==> src/rtl/ipt_pkg.sv <==
package ipt_pkg;

    localparam int unsigned DEF_FRAMES = 8;
    localparam int unsigned DEF_PID_W  = 3;
    localparam int unsigned DEF_VPN_W  = 5;
    localparam int unsigned DEF_OFF_W  = 4;

    typedef enum logic {
        WR_DROP = 1'b0,
        WR_FILL = 1'b1
    } wr_op_e;

    // true when bit b of slot number i is set
    function automatic logic slot_bit(input int unsigned i, input int unsigned b);
        return ((i >> b) & 1) == 1;
    endfunction

endpackage

==> src/rtl/ipt_entry.sv <==
module ipt_entry #(
    parameter int unsigned PID_W = 3,
    parameter int unsigned VPN_W = 5
) (
    input  logic             clk,
    input  logic             rst,
    input  logic             fill_sel,
    input  logic             drop_sel,
    input  logic             fill_any,
    input  logic [PID_W-1:0] wr_pid,
    input  logic [VPN_W-1:0] wr_vpn,
    input  logic [PID_W-1:0] lk_pid,
    input  logic [VPN_W-1:0] lk_vpn,
    output logic             hit
);

    logic             res_q;
    logic [PID_W-1:0] pid_q;
    logic [VPN_W-1:0] vpn_q;
    logic             dup_here;

    assign dup_here = res_q && (pid_q == wr_pid) && (vpn_q == wr_vpn);
    assign hit      = res_q && (pid_q == lk_pid) && (vpn_q == lk_vpn);

    always_ff @(posedge clk) begin
        if (rst) begin
            res_q <= 1'b0;
            pid_q <= '0;
            vpn_q <= '0;
        end else if (fill_sel) begin
            res_q <= 1'b1;
            pid_q <= wr_pid;
            vpn_q <= wr_vpn;
        end else if (drop_sel) begin
            res_q <= 1'b0;
        end else if (fill_any && dup_here) begin
            res_q <= 1'b0;
        end
    end


    fill_sets_res_chk: assert property (@(posedge clk) disable iff (rst)
        fill_sel |=> (res_q && pid_q == $past(wr_pid) && vpn_q == $past(wr_vpn)));


    drop_clears_res_chk: assert property (@(posedge clk) disable iff (rst)
        (drop_sel && !fill_sel) |=> !res_q);


    dup_evicted_chk: assert property (@(posedge clk) disable iff (rst)
        (fill_any && !fill_sel && dup_here) |=> !res_q);

endmodule

==> src/rtl/ipt_encoder.sv <==
module ipt_encoder #(
    parameter int unsigned N = 8,
    parameter int unsigned W = 3
) (
    input  logic [N-1:0] hits,
    output logic [W-1:0] idx,
    output logic         any
);
    import ipt_pkg::*;

    assign any = |hits;

    // With a one-hot input, each index bit is the OR of the slots that have that bit set.
    always_comb begin
        idx = '0;
        for (int unsigned b = 0; b < W; b++) begin
            for (int unsigned i = 0; i < N; i++) begin
                if (slot_bit(i, b) && hits[i]) idx[b] = 1'b1;
            end
        end
    end

endmodule

==> src/rtl/ipt_lookup.sv <==
module ipt_lookup #(
    parameter int unsigned FRAMES = ipt_pkg::DEF_FRAMES,
    parameter int unsigned PID_W  = ipt_pkg::DEF_PID_W,
    parameter int unsigned VPN_W  = ipt_pkg::DEF_VPN_W,
    parameter int unsigned OFF_W  = ipt_pkg::DEF_OFF_W,
    localparam int unsigned FRAME_W = $clog2(FRAMES),
    localparam int unsigned VA_W    = VPN_W + OFF_W,
    localparam int unsigned PA_W    = FRAME_W + OFF_W
) (
    input  logic               clk,
    input  logic               rst,
    input  logic               req_valid,
    input  logic [PID_W-1:0]   req_pid,
    input  logic [VA_W-1:0]    req_vaddr,
    input  logic               wr_en,
    input  logic               wr_op,
    input  logic [FRAME_W-1:0] wr_frame,
    input  logic [PID_W-1:0]   wr_pid,
    input  logic [VPN_W-1:0]   wr_vpn,
    output logic               rsp_valid,
    output logic               rsp_fault,
    output logic [PA_W-1:0]    rsp_paddr
);
    import ipt_pkg::*;

    wr_op_e             op;
    logic               fill_any;
    logic               drop_any;
    logic [VPN_W-1:0]   lk_vpn;
    logic [OFF_W-1:0]   lk_off;
    logic [FRAMES-1:0]  hits;
    logic [FRAME_W-1:0] hit_idx;
    logic               hit_any;

    assign op       = wr_op_e'(wr_op);
    assign fill_any = wr_en && (op == WR_FILL);
    assign drop_any = wr_en && (op == WR_DROP);
    assign lk_vpn   = req_vaddr[VA_W-1:OFF_W];
    assign lk_off   = req_vaddr[OFF_W-1:0];

    for (genvar f = 0; f < FRAMES; f++) begin : g_slot
        logic sel;
        assign sel = (wr_frame == FRAME_W'(f));
        ipt_entry #(.PID_W(PID_W), .VPN_W(VPN_W)) u_ent (
            .clk      (clk),
            .rst      (rst),
            .fill_sel (fill_any && sel),
            .drop_sel (drop_any && sel),
            .fill_any (fill_any),
            .wr_pid   (wr_pid),
            .wr_vpn   (wr_vpn),
            .lk_pid   (req_pid),
            .lk_vpn   (lk_vpn),
            .hit      (hits[f])
        );
    end

    ipt_encoder #(.N(FRAMES), .W(FRAME_W)) u_enc (
        .hits (hits),
        .idx  (hit_idx),
        .any  (hit_any)
    );

    always_ff @(posedge clk) begin
        if (rst) begin
            rsp_valid <= 1'b0;
            rsp_fault <= 1'b0;
            rsp_paddr <= '0;
        end else begin
            rsp_valid <= req_valid;
            if (req_valid) begin
                rsp_fault <= !hit_any;
                rsp_paddr <= hit_any ? {hit_idx, lk_off} : '0;
            end
        end
    end


    unique_hit_chk: assert property (@(posedge clk) disable iff (rst)
        $onehot0(hits));


    rsp_follows_req_chk: assert property (@(posedge clk) disable iff (rst)
        req_valid |=> rsp_valid);


    rsp_quiet_chk: assert property (@(posedge clk) disable iff (rst)
        !req_valid |=> !rsp_valid);


    fault_zero_addr_chk: assert property (@(posedge clk) disable iff (rst)
        (rsp_valid && rsp_fault) |-> (rsp_paddr == '0));


    offset_pass_chk: assert property (@(posedge clk) disable iff (rst)
        (req_valid && hit_any) |=> (!rsp_fault && rsp_paddr[OFF_W-1:0] == $past(req_vaddr[OFF_W-1:0])));

endmodule

==> config.mk <==
export PLATFORM = sky130hd
export DESIGN_NAME = ipt_lookup
export DESIGN_NICKNAME = d
export VERILOG_FILES = /design/src/rtl/ipt_pkg.sv /design/src/rtl/ipt_entry.sv /design/src/rtl/ipt_encoder.sv /design/src/rtl/ipt_lookup.sv
export SDC_FILE = /design/constraint.sdc
export NUM_CORES = 1
export LEC_CHECK = 0
export BUFFER_PORTS_ARGS = -buffer_cell sky130_fd_sc_hd__buf_2
export CAP_MARGIN = 20
export CELL_PAD_IN_SITES_DETAIL_PLACEMENT = 1
export CELL_PAD_IN_SITES_GLOBAL_PLACEMENT = 2
export CORE_MARGIN = 2
export CORE_UTILIZATION = 34
export CTS_CLUSTER_SIZE = 30
export DETAILED_ROUTE_END_ITERATION = 10
export HOLD_SLACK_MARGIN = 0.12
export PLACE_DENSITY = 0.87
export SLEW_MARGIN = 40
export SYNTH_ARGS = -nofsm -noshare
export SYNTH_HDL_FRONTEND = slang
export SYNTH_HIERARCHICAL = 1
export SYNTH_SLANG_ARGS = --single-unit
export TNS_END_PERCENT = 100
==> constraint.sdc <==
create_clock -name clk -period 1.8 [get_ports clk]
set_input_delay 0.36 -clock clk [delete_from_list [all_inputs] [get_ports clk]]
set_output_delay 0.36 -clock clk [all_outputs]
set_load 0.01 [all_outputs]
**After elaboration in Yosys (flattened, before gate mapping)**

Cells that the tools add are included.

- Equal/unequal tests: 39
- Bitwise logic cells: 1
- Reduce and logical (&&, ||, !) cells: 69
- Multiplexer cells: 37

Operators by type and width:

| cell | count |
|---|---|
| equality test 5 bit | 16 |
| logical AND 1 bit | 58 |
| equality test 3 bit | 16 |
| 2-to-1 mux 1 bit | 36 |
| nonzero test 3 bit | 8 |
| equality test 3 bit, second input constant | 4 |
| OR reduction 8 bit | 1 |
| 2-to-1 mux 7 bit | 1 |
| equality test 3 x 2 -> 1 bit, second input constant | 2 |
| equality test 3 x 1 -> 1 bit, second input constant | 1 |
| logical NOT 3 bit | 1 |
| logical NOT 1 bit | 1 |
| NOT 1 bit | 1 |

- Output and inout bits: 9
- Flip-flop bits (word level): 81
- Logic and storage cells: 173
- Input port bits: 28

**Depth between registers and ports, before layout**

- Depth after elaboration: 8
- Mapped depth: 9

**Modules after synthesis**

The synthesis kept the hierarchy.

By module, submodules not included:

| module | instances | area an instance (um2) | sequential area each (um2) | cells each |
|---|---|---|---|---|
| ipt_entry | 8 | 508.0 | 180.2 | 55 |
| ipt_lookup | 1 | 449.2 | 180.2 | 60 |
| ipt_encoder | 1 | 48.8 | 0.0 | 5 |

**Least setup slack after synthesis**

Ideal clock, no wire load.

- Path type: input to register
- Start point: input port req_vaddr[7]
- End point: register rsp_fault
- Stages: 8
- Slack: -0.090 ns
- Path buffers: 1
- Arrival time: 1.805 ns
- Required time: 1.714 ns
- Library setup time: 0.086 ns
- Path through: xnor2_1 > nand4_1 > nor4_1 > and3_1 > or4_4 > nand2b_4 > clkbuf_1 > a211oi_1

- Word-level cells in the longest chain between the ends: 4
- Elaborated cells on any way between the ends: 18
- Classes of those cells: 8 x eq/ne; 10 x reduce/logical

Ends and longest elaborated chain:

| element | RTL line | RTL |
|---|---|---|
| start: declaration | ipt_lookup.sv:14 | `input logic [VA_W-1:0] req_vaddr,` |
| equality test 5 bit | ipt_entry.sv:23 | `assign hit = res_q && (pid_q == lk_pid) && (vpn_q == lk_vpn);` |
| logical AND 1 bit | ipt_entry.sv:23 |  |
| net hits[7] | ipt_lookup.sv:31 | `logic [FRAMES-1:0] hits;` |
| OR reduction 8 bit | ipt_encoder.sv:11 | `assign any = \|hits;` |
| net hit_any | ipt_lookup.sv:33 | `logic hit_any;` |
| logical NOT 1 bit | ipt_lookup.sv:72 | `rsp_fault <= !hit_any;` |
| end signal: assignment | ipt_lookup.sv:72 |  |
| end: declaration | ipt_lookup.sv:21 | `output logic rsp_fault,` |

The timed path passes the listed nets, and every way through them passes these cells.
A chain may end at the register's enable or synchronous reset.

**Worst setup path in the final report**

- Start point: register g_slot[5].u_ent.pid_q[2]
- End point: register rsp_paddr[0]

- Word-level cells in the longest chain between the ends: 5

Ends and longest elaborated chain:

| element | RTL line | RTL |
|---|---|---|
| start: declaration | ipt_entry.sv:18 | `logic [PID_W-1:0] pid_q;` |
| start signal: assignment | ipt_entry.sv:32 | `pid_q <= wr_pid;` |
| equality test 3 bit | ipt_entry.sv:23 |  |
| logical AND 1 bit (2 in series) | ipt_entry.sv:23 |  |
| net hits[5] | ipt_lookup.sv:31 |  |
| OR reduction 8 bit | ipt_encoder.sv:11 |  |
| net hit_any | ipt_lookup.sv:33 |  |
| 2-to-1 mux 7 bit | ipt_lookup.sv:73 | `rsp_paddr <= hit_any ? {hit_idx, lk_off} : '0;` |
| end signal: assignment | ipt_lookup.sv:73 |  |
| end: declaration | ipt_lookup.sv:22 | `output logic [PA_W-1:0] rsp_paddr` |

The timed path passes the listed nets, and every way through them passes these cells.

==> flow_summary.toml <==
[route]
wl_per_cell_um = 18.74
drtIter0Drc = 139
drc = 0
via_count = 3980
first_pass_iters = 4
vias_per_cell = 5.189
wl_mm = 14.38
postRouteAntennaNets = 0

[yosys]
synth_top_area_share_pct = 35.55
yosysWarnings = 6
ys_ff_latch = 81
synth_fp_nets = 533
synth_area_leaders = "dfxtp_1 (36%), mux2i_1 (14%), xor2_1 (12%)"
synthFlopType = "dfxtp_1"
synthMuxAreaShare_pct = 14.04
synth_largest_area_cell = "dfxtp_1"
yosysSeqAreaShare_pct = 35.55
ys_async_sr_fraction_pct = 0
synth_edf_count = 0
syn_avg_cell_area_um2 = 9.033
synth_area_um2 = 4562
synth_fa_ha_area_share_pct = 0
synthXorXnorAreaFrac_pct = 19.97
synth-compound-area-share_pct = 7.515
yosys.area_share.simple_pct = 17.39
synth_top_family_by_area = "XOR/XNOR gates"
synthCells = 505
ys_types = 32

[pwr]
p_leak_nw = 2.225
net-switching-power_mw = 1.023
power.share.clock_pct = 41.1
peakVddDrop_mv = 0.4934
power_frac_comb_pct = 12.8
seq_power_share_pct = 46.0
p_int_mw = 2.973
power_switching_share_pct = 25.61
powerDensity_nw_per_um2 = 708.1

[sta]
fin_tns_setup_ns = -0.8136
holdWs_ns = 0.2892
tightest_slew_ns = 0.5836
fin_crit_sh_pct = 106.1
finalSetupViolations = 8
finalCriticalPeriod_ns = 1.910
fmax_mhz = 523.4
setup_slack_ns = -0.1105
rsz0062_at_grt = "true"
slew_violations = 0
hold_violations = 0
clock_skew_ns = 0.006326
relSlewSlack_pct = 61.10

[clocking]
cts.sinks = 81
numCtsBuffers = 9
insertion_delay_ns = 0.35
clk_pin_slew_ns = 0.05
cts_tree = "yes"
h-tree-depth = 3
cts-root-buf = "clkbuf_16"
clock_path_buffers = 2

[setup_path]
crit_fanout = 8
r2r-end = "rsp_paddr[0]"
slowest_delay_ns = 0.52
cp_cell_sequence = "xnor2_1 -> nand4_1 -> nor4_2 -> and3_1 -> or4_4 -> nand2b_4 -> nand3_1 -> a21oi_1"
required_ns = 2.02
ff2ff_setup_slack_ns = -0.11
worst_setup_path_start_kind = "flip-flop"
worstPathArrival_ns = 2.13
critPathSlowestCell = "or4_4"
critPathCaptureType = "flip-flop"
critical_path_class = "reg2reg"
r2r_start = "g_slot[5].u_ent/pid_q[2]"
ff2ff_path_depth = 8

[global_route]
grt_pass1_vias = 4334
grt_max_degree = 54
globalRouteTotalUtil_pct = 20.72
overflow = 0
grt_pass1_wl_mm = 22.77
antenna_found_initial = 0

[job]
cap_violations = 0

[min_path]
min_path_type = "in2reg"
hold_path_end = "rsp_paddr[1]"
min_delay_path_depth = 3
hold_start = "req_vaddr[1]"

[cells_and_area]
syn2layout_area_growth_pct = 23.70
nets = 617
diodes = 0
nFillCells = 1518
drive_gt1_share_pct = 21.49

[status]
outcome = "finished with violations"
violations = "negative setup slack"

[die]
dieHeight_um = 119.8
ios = 37
die_w_um = 119.8
die-area_um2 = 14360
core_area_um2 = 13190
rows = 42
initial_utilization_pct = 34.59

[placed_design]
dp_hpwl_mm = 9.946
gp_congestion = 0.8106
io_buffers = 36
-- cell usage in the layout (no fill, tap or decap), types with 9 or more instances in the layout --
cell / netlist / final
buf_2: 1 / 36
buf_4: 0 / 50
clkbuf_16: 0 / 9
dfxtp_1: 81 / 75
inv_1: 32 / 32
mux2i_1: 64 / 64
nand2b_1: 17 / 17
nor2_1: 77 / 77
nor3_1: 11 / 11
nor4_1: 17 / 14
xnor2_1: 40 / 40
xor2_1: 64 / 64
-- metrics by stage --
step           cells  utilization, %  setup WS [ns]  power, mW  area, µm²
5_1_grt          767           42.78        -0.1665      4.167       5643
3_5_place_dp     754           40.41        -0.3723      2.386       5330
4_1_cts          767           42.38       -0.09676      4.057       5590
6_report         767           42.78        -0.1105      3.996       5643
3_3_place_gp     754           40.41        -0.3214      2.366       5330
2_1_floorplan    505               -       0.002579      2.113       4577
-- Yosys cell counts (9+ instances only) --
library cell / count
buf_1: 9
dfxtp_1: 81
inv_1: 32
mux2i_1: 64
nand2b_1: 17
nor2_1: 77
nor3_1: 11
nor4_1: 17
xnor2_1: 40
xor2_1: 64
-- state kept, by name (all words and copies together) (netlist names) --
name / count
rsp_paddr: 7
g_slot.u_ent/pid_q: 24
rsp_valid: 1
g_slot.u_ent/vpn_q: 40
rsp_fault: 1
g_slot.u_ent/res_q: 8
-- how the worst max path moves through the flow --
| stage | endpoint | cells after the start | startpoint | slack [ns] |
|---|---|---|---|---|
| after detailed placement | rsp_paddr[2] | 9 | req_vaddr[5] | -0.37 |
| after global placement | rsp_paddr[4] | 9 | req_vaddr[5] | -0.32 |
| final | rsp_paddr[0] | 8 | g_slot[5].u_ent/pid_q[2] | -0.11 |
| after global routing | rsp_fault | 7 | g_slot[5].u_ent/vpn_q[1] | -0.17 |
| after CTS | rsp_paddr[2] | 8 | g_slot[5].u_ent/pid_q[2] | -0.1 |
| after floorplan | rsp_paddr[5] | 9 | req_vaddr[8] | 0.003 |
-- kinds of logic after synthesis --
family | count (synthesis)
and+or+nand+nor | 157
AOI/OAI and AO/OA | 48
muxes | 64
DFF | 81
buffers and inverters | 51
xor gates and xnor gates | 104
-- routing by layer --
layer  track usage, %  up-vias  wire length (µm)
li1                 -     1890                 -
met1            24.56     2011              6281
met5                0        -                 0
met3            5.323       20               486
met4            8.088        0               301
met2            35.79       59              7306
-- power by group through the flow --
stage          Combinational, mW  Sequential [mW]  Clock (mW)
2_1_floorplan              0.237             1.88           0
3_3_place_gp               0.489             1.88           0
3_5_place_dp               0.507             1.88           0
4_1_cts                    0.512             1.84        1.71
5_1_grt                    0.556             1.84        1.77
6_report                   0.513             1.84        1.64
-- worst max-delay path: cells and delay by family, from the launching register on --
kind / cells / cell delay, ns
AO/OA/AOI/OAI: 1 / 0.06
XOR/XNOR: 1 / 0.13
AND/OR/NAND/NOR: 6 / 1.26
flip-flops: 1 / 0.33
-- final cells by class --
type	count	area [µm²]	area share [%]
Inverter	32	120.1	2.129
Timing Repair Buffer	92	675.6	11.97
Clock buffer	12	246.5	4.368
Clock inverter	1	5.005	0.08869
Tap cell	176	220.2	3.902
Sequential cell	81	1629	28.87
Multi-Input combinational cell	373	2746	48.67
-- repair_timing --
| action | CTS | global route |
|---|---|---|
| cloned | 0 | 0 |
| hold buffers | 0 | 0 |
| setup endpoints to repair | 8 | 8 |
| endpoints found under the hold margin | 0 | 0 |
| pin swaps | 2 | 3 |
| buffers inserted | 0 | 0 |
| gates resized for setup | 4 | 12 |
No activity file was read; power rests on OpenSTA's default activity.
